<file path="config.mk">
export PLATFORM = sky130hd
export DESIGN_NAME = gpio_edge_bank
export DESIGN_NICKNAME = d
export VERILOG_FILES = /design/src/rtl/gpio_edge_pkg.sv /design/src/rtl/gpio_pin_sync.sv /design/src/rtl/gpio_evt_flags.sv /design/src/rtl/gpio_group_irq.sv /design/src/rtl/gpio_edge_bank.sv
export SDC_FILE = /design/constraint.sdc
export NUM_CORES = 1
export LEC_CHECK = 0
export ABC_AREA = 1
export BUFFER_PORTS_ARGS = -buffer_cell sky130_fd_sc_hd__clkbuf_2
export CAP_MARGIN = 5
export CORE_UTILIZATION = 28
export CTS_CLUSTER_DIAMETER = 40
export DETAILED_ROUTE_END_ITERATION = 12
export GPL_TIMING_DRIVEN = 0
export SKIP_CTS_REPAIR_TIMING = 1
export SYNTH_ARGS = -nofsm -noshare
export SYNTH_HDL_FRONTEND = slang
export SYNTH_SLANG_ARGS = --single-unit
</file>
<file path="constraint.sdc">
create_clock -name clk -period 1.5 [get_ports clk]
set_clock_uncertainty 0.15 [all_clocks]
set_input_delay 0.225 -clock clk [delete_from_list [all_inputs] [get_ports clk]]
set_output_delay 0.225 -clock clk [all_outputs]
set_load 0.1 [all_outputs]
</file>
<file path="src/rtl/gpio_edge_pkg.sv">
package gpio_edge_pkg;

    localparam int NPINS  = 32;
    localparam int ADDR_W = 6;

    // Register byte offsets
    localparam logic [ADDR_W-1:0] OFF_DIR       = 6'h00;
    localparam logic [ADDR_W-1:0] OFF_OUT_LVL   = 6'h04;
    localparam logic [ADDR_W-1:0] OFF_OUT_SET   = 6'h08;
    localparam logic [ADDR_W-1:0] OFF_OUT_CLR   = 6'h0C;
    localparam logic [ADDR_W-1:0] OFF_PIN_LVL   = 6'h10;
    localparam logic [ADDR_W-1:0] OFF_RISE_ON   = 6'h14;
    localparam logic [ADDR_W-1:0] OFF_RISE_OFF  = 6'h18;
    localparam logic [ADDR_W-1:0] OFF_FALL_ON   = 6'h1C;
    localparam logic [ADDR_W-1:0] OFF_FALL_OFF  = 6'h20;
    localparam logic [ADDR_W-1:0] OFF_EVT_FLAGS = 6'h24;
    localparam logic [ADDR_W-1:0] OFF_GRP_EN    = 6'h28;

    typedef logic [NPINS-1:0] pin_vec_t;

    // Trigger enables for both polarities
    typedef struct packed {
        pin_vec_t rise;
        pin_vec_t fall;
    } trig_t;

    // Decoded write strobes
    typedef struct packed {
        logic dir;
        logic out_set;
        logic out_clr;
        logic rise_on;
        logic rise_off;
        logic fall_on;
        logic fall_off;
        logic evt_clr;
        logic grp_en;
    } wr_strobe_t;

    // Apply a one-acts set/clear pair to a vector
    function automatic pin_vec_t apply_pair(pin_vec_t cur, logic do_set,
                                            logic do_clr, pin_vec_t mask);
        pin_vec_t nxt;
        nxt = cur;
        if (do_set) nxt = nxt | mask;
        if (do_clr) nxt = nxt & ~mask;
        return nxt;
    endfunction

endpackage

</file>
<file path="src/rtl/gpio_pin_sync.sv">
module gpio_pin_sync #(
    parameter int W = 32
) (
    input  logic         clk,
    input  logic         rst,
    input  logic [W-1:0] raw,
    output logic [W-1:0] level,
    output logic [W-1:0] rise,
    output logic [W-1:0] fall
);
    logic [W-1:0] meta_q;
    logic [W-1:0] lvl_q;
    logic [W-1:0] prev_q;

    always_ff @(posedge clk) begin
        if (rst) begin
            meta_q <= '0;
            lvl_q  <= '0;
            prev_q <= '0;
        end else begin
            meta_q <= raw;
            lvl_q  <= meta_q;
            prev_q <= lvl_q;
        end
    end

    assign level = lvl_q;
    assign rise  = lvl_q & ~prev_q;
    assign fall  = ~lvl_q & prev_q;
endmodule

</file>
<file path="src/rtl/gpio_evt_flags.sv">
module gpio_evt_flags #(
    parameter int W = 32
) (
    input  logic         clk,
    input  logic         rst,
    input  logic [W-1:0] hit,
    input  logic [W-1:0] clr_mask,
    output logic [W-1:0] flags
);
    logic [W-1:0] flags_q;

    // A new hit wins over a clear in the same cycle
    always_ff @(posedge clk) begin
        if (rst) flags_q <= '0;
        else     flags_q <= (flags_q & ~clr_mask) | hit;
    end

    assign flags = flags_q;
endmodule

</file>
<file path="src/rtl/gpio_group_irq.sv">
module gpio_group_irq #(
    parameter int W      = 32,
    parameter int BANK_W = 16,
    localparam int NGRP  = W / BANK_W
) (
    input  logic [W-1:0]    flags,
    input  logic [NGRP-1:0] grp_en,
    output logic [NGRP-1:0] irq
);
    for (genvar g = 0; g < NGRP; g++) begin : g_grp
        assign irq[g] = grp_en[g] & (|flags[g*BANK_W +: BANK_W]);
    end
endmodule

</file>
<file path="src/rtl/gpio_edge_bank.sv">
module gpio_edge_bank #(
    parameter int BANK_W = 16
) (
    input  logic                                   clk,
    input  logic                                   rst,
    input  logic [gpio_edge_pkg::ADDR_W-1:0]       addr,
    input  logic                                   wr_en,
    input  logic [gpio_edge_pkg::NPINS-1:0]        wdata,
    output logic [gpio_edge_pkg::NPINS-1:0]        rdata,
    input  logic [gpio_edge_pkg::NPINS-1:0]        pin_in,
    output logic [gpio_edge_pkg::NPINS-1:0]        gpio_out,
    output logic [gpio_edge_pkg::NPINS-1:0]        gpio_oe,
    output logic [gpio_edge_pkg::NPINS/BANK_W-1:0] irq
);
    import gpio_edge_pkg::*;

    localparam int NGRP = NPINS / BANK_W;

    pin_vec_t        dir_q;
    pin_vec_t        out_q;
    trig_t           trig_q;
    logic [NGRP-1:0] grp_en_q;
    wr_strobe_t      stb;

    pin_vec_t pin_lvl, pin_rise, pin_fall;
    pin_vec_t evt_hit, evt_clr, evt_flags;

    // Write decode
    always_comb begin
        stb          = '0;
        stb.dir      = wr_en && (addr == OFF_DIR);
        stb.out_set  = wr_en && (addr == OFF_OUT_SET);
        stb.out_clr  = wr_en && (addr == OFF_OUT_CLR);
        stb.rise_on  = wr_en && (addr == OFF_RISE_ON);
        stb.rise_off = wr_en && (addr == OFF_RISE_OFF);
        stb.fall_on  = wr_en && (addr == OFF_FALL_ON);
        stb.fall_off = wr_en && (addr == OFF_FALL_OFF);
        stb.evt_clr  = wr_en && (addr == OFF_EVT_FLAGS);
        stb.grp_en   = wr_en && (addr == OFF_GRP_EN);
    end

    // Control registers
    always_ff @(posedge clk) begin
        if (rst) begin
            dir_q    <= '1;
            out_q    <= '0;
            trig_q   <= '0;
            grp_en_q <= '0;
        end else begin
            if (stb.dir) dir_q <= wdata;
            out_q       <= apply_pair(out_q, stb.out_set, stb.out_clr, wdata);
            trig_q.rise <= apply_pair(trig_q.rise, stb.rise_on, stb.rise_off, wdata);
            trig_q.fall <= apply_pair(trig_q.fall, stb.fall_on, stb.fall_off, wdata);
            if (stb.grp_en) grp_en_q <= wdata[NGRP-1:0];
        end
    end

    gpio_pin_sync #(.W(NPINS)) u_sync (
        .clk   (clk),
        .rst   (rst),
        .raw   (pin_in),
        .level (pin_lvl),
        .rise  (pin_rise),
        .fall  (pin_fall)
    );

    assign evt_hit = (pin_rise & trig_q.rise) | (pin_fall & trig_q.fall);
    assign evt_clr = stb.evt_clr ? wdata : '0;

    gpio_evt_flags #(.W(NPINS)) u_flags (
        .clk      (clk),
        .rst      (rst),
        .hit      (evt_hit),
        .clr_mask (evt_clr),
        .flags    (evt_flags)
    );

    gpio_group_irq #(.W(NPINS), .BANK_W(BANK_W)) u_irq (
        .flags  (evt_flags),
        .grp_en (grp_en_q),
        .irq    (irq)
    );

    // Read mux
    always_comb begin
        rdata = '0;
        case (addr)
            OFF_DIR:                            rdata = dir_q;
            OFF_OUT_LVL, OFF_OUT_SET, OFF_OUT_CLR: rdata = out_q;
            OFF_PIN_LVL:                        rdata = pin_lvl;
            OFF_RISE_ON, OFF_RISE_OFF:          rdata = trig_q.rise;
            OFF_FALL_ON, OFF_FALL_OFF:          rdata = trig_q.fall;
            OFF_EVT_FLAGS:                      rdata = evt_flags;
            OFF_GRP_EN:                         rdata[NGRP-1:0] = grp_en_q;
            default:                            rdata = '0;
        endcase
    end

    assign gpio_out = out_q;
    assign gpio_oe  = ~dir_q;
endmodule

</file>
==> results.py <==
metrics = {
    "run_status": {
        "status": "finished with violations",
        "violations": "negative setup slack",
    },
    "floorplan": {
        "die_height_um": 205.8,
        "rows": 74,
        "die_area_um2": 42370,
        "initial_utilization_pct": 28.43,
        "io_pins": 171,
        "core-area_um2": 40920,
        "die_x_um": 205.8,
    },
    "layout": {
        "final_cell_area_um2": 17980,
        "layout_commonest_cell": "inv_1",
        "multi_input_area_um2": 5527,
        "nNetsFinal": 2110,
        "area_delta_synth_final_pct": 54.53,
        "fin_util_pct": 43.93,
        "nFillCells": 4081,
        "drive_gt1_share_pct": 28.46,
        "layout_common_cells": "inv_1, nand2_1, dfxtp_1",
        "instances_no_fill": 2600,
        "ff_latch_area_um2": 5300,
    },
    "placed_design": {
        "hpwl_um": 32290,
        "post-place-ws_ps": -1172,
        "dp_cells": 2421,
        "portBuffers": 170,
        "place_congestion": 0.8940,
        "dpl-instance-area_um2": 13870,
    },
    "critical_path": {
        "slowest_stage": "nor2_4",
        "worst_r2r_startpoint": "u_sync.level[15]$_SDFF_PP0_",
        "path_max_fanout": 6,
        "r2r-end": "u_flags.flags[15]$_SDFF_PP0_",
        "cp.arrival_ps": 1820,
        "crit_type": "input pin to primary output",
        "worstSetupEndpoint": "rdata[24]",
        "cp-end-kind": "primary output",
        "cp.required_ps": 1120,
        "crit_start": "addr[0]",
        "r2r_slack_ps": 410,
        "startpoint_type": "input pin",
        "r2r_cells": 4,
        "crit_chain": "buf_12, nor2_4, nand2_4, nor2_4, clkinvlp_4, buf_12, o21ai_4, nor2_4, nand2_4, buf_12",
        "cp_slowest_stage_delay_ps": 250,
    },
    "timing": {
        "period_share_pct": 146.6,
        "hold_viol": 0,
        "worstMarginPinSlew_ps": 873.3,
        "drv_slew": 0,
        "worst_slack_ps": -699.2,
        "rsz0062_at_grt": "true",
        "slew_headroom_pct": 41.78,
        "setup_violations": 61,
        "hold_slack_ps": 3.483,
        "fmax_mhz": 454.7,
        "period_minus_slack_ps": 2199,
        "setup_tns_ps": -20320,
    },
    "clocking": {
        "clk_transition_reported_paths_ps": 60,
        "h-tree-depth": 2,
        "cts.sinks": 258,
        "numCtsBuffers": 40,
        "root_buffer": "clkbuf_16",
        "insertion_delay_ps": 540,
        "cts.path.max_buffers": 3,
        "cts_tree": "yes",
    },
    "drt": {
        "route.vias.total": 12790,
        "detail-route-antenna-nets": 0,
        "wl_um": 49000,
        "drt-initial-drc-count": 1270,
        "drc": 0,
        "route.detailed.wl_per_inst_um": 18.85,
        "via_per_inst": 4.921,
        "dr.pass1.iters": 6,
    },
    "power_and_ir_drop": {
        "swShare_pct": 25.31,
        "internal_power_mw": 13.47,
        "power_switching_mw": 4.564,
        "p_leak_nw": 7.608,
        "power_mw": 18.03,
        "pwr-share-clk_pct": 52.9,
        "power.density_nw_per_um2": 1003,
        "irDropWorstVdd_mv": 0.7673,
        "p_seq_share_pct": 38.9,
        "power_frac_comb_pct": 8.2,
    },
    "min_path": {
        "whs_path_depth": 5,
        "hold_path.class": "input pin to flip-flop",
    },
    "grt": {
        "grt_pass1_vias": 11310,
        "antenna_found_initial": 2,
        "grt.overflow.total": 0,
        "grt_max_degree": 13,
        "grt_usage_pct": 21.52,
        "grt_pass1_wl_um": 67670,
    },
    "synthesis": {
        "netlist_top_cells_area": "dfxtp_1, inv_1, nand2_1, nor2_1, a21oi_1",
        "syn_area_um2": 11630,
        "synth_top_cell_by_area": "dfxtp_1",
        "ys_seq_area_share_pct": 44.40,
        "synth_top_cell_area_share_pct": 44.40,
        "netlist_instances": 1719,
        "avgSynthCellArea_um2": 6.768,
        "synthesis.nets": 1792,
        "synth_warnings": 0,
        "synth_cell_types": 27,
        "ys_ff_latch": 258,
    },
    "job": {
        "max-cap-violations": 0,
    },
}
-- cell type report --
| cell class | count | share of cell area (%) |
|---|---|---|
| Clock buffer | 49 | 6.208 |
| Antenna cell | 2 | 0.02784 |
| Inverter | 338 | 7.329 |
| Tap cell | 532 | 3.703 |
| Clock inverter | 22 | 1.420 |
| Multi-Input combinational cell | 1030 | 30.74 |
| Buffer | 94 | 3.522 |
| Timing Repair Buffer | 275 | 17.57 |
| Sequential cell | 258 | 29.48 |
-- cells in the mapped netlist, drive strengths merged --
| cell type | n |
|---|---|
| nand2 | 307 |
| o31a | 1 |
| a21boi | 2 |
| inv | 338 |
| nor3 | 33 |
| o21a | 3 |
| nor4 | 1 |
| a22oi | 4 |
| nand3 | 98 |
| o21ai | 134 |
| nor2 | 219 |
| buf | 58 |
| o211ai | 32 |
| a21oi | 127 |
| dfxtp | 258 |
| nand4 | 67 |
| nand3b | 1 |
| clkbuf | 36 |
-- worst min path at each step --
stage | to | from
3_3_place_gp | u_sync.level[5]$_SDFF_PP0_ | u_sync.meta_q[5]$_SDFF_PP0_
6_report | flip-flop | wr_en
4_1_cts | u_sync.meta_q[6]$_SDFF_PP0_ | pin_in[6]
5_1_grt | flip-flop | wr_en
2_1_floorplan | u_sync.meta_q[0]$_SDFF_PP0_ | pin_in[0]
3_5_place_dp | u_sync.level[24]$_SDFF_PP0_ | u_sync.meta_q[24]$_SDFF_PP0_
-- cells by family (layout without fill, tap and decap cells) --
logic type | Yosys count | count (layout) | synth area share, %
buffers and inverters | 432 | 778 | 14.75
DFF | 258 | 258 | 44.40
AOI/OAI and AO/OA | 303 | 303 | 13.95
other | 0 | 2 | 0
and+or+nand+nor | 726 | 727 | 26.91
-- worst max-delay path, delay by kind of cell --
kind / cells / cell delay (ps)
buf+inv: 4 / 710
compound gates: 1 / 150
simple gates: 5 / 690
-- routing by layer --
layer	wire length, um	track usage, %
met1	19920	27.94
met3	4365	4.324
met2	22470	34.43
met5	0	0
met4	2250	9.322
-- power groups by stage --
stage	combinational, mW	clock [mW]	sequential (mW)
CTS	1.15	9.65	7.03
global placement	1.14	0	7.17
finish	1.48	9.54	7.02
global route	1.56	9.99	7.03
detailed placement	1.15	0	7.18
floorplan	0.648	0	7.18
(Power assumes the default switching activity.)
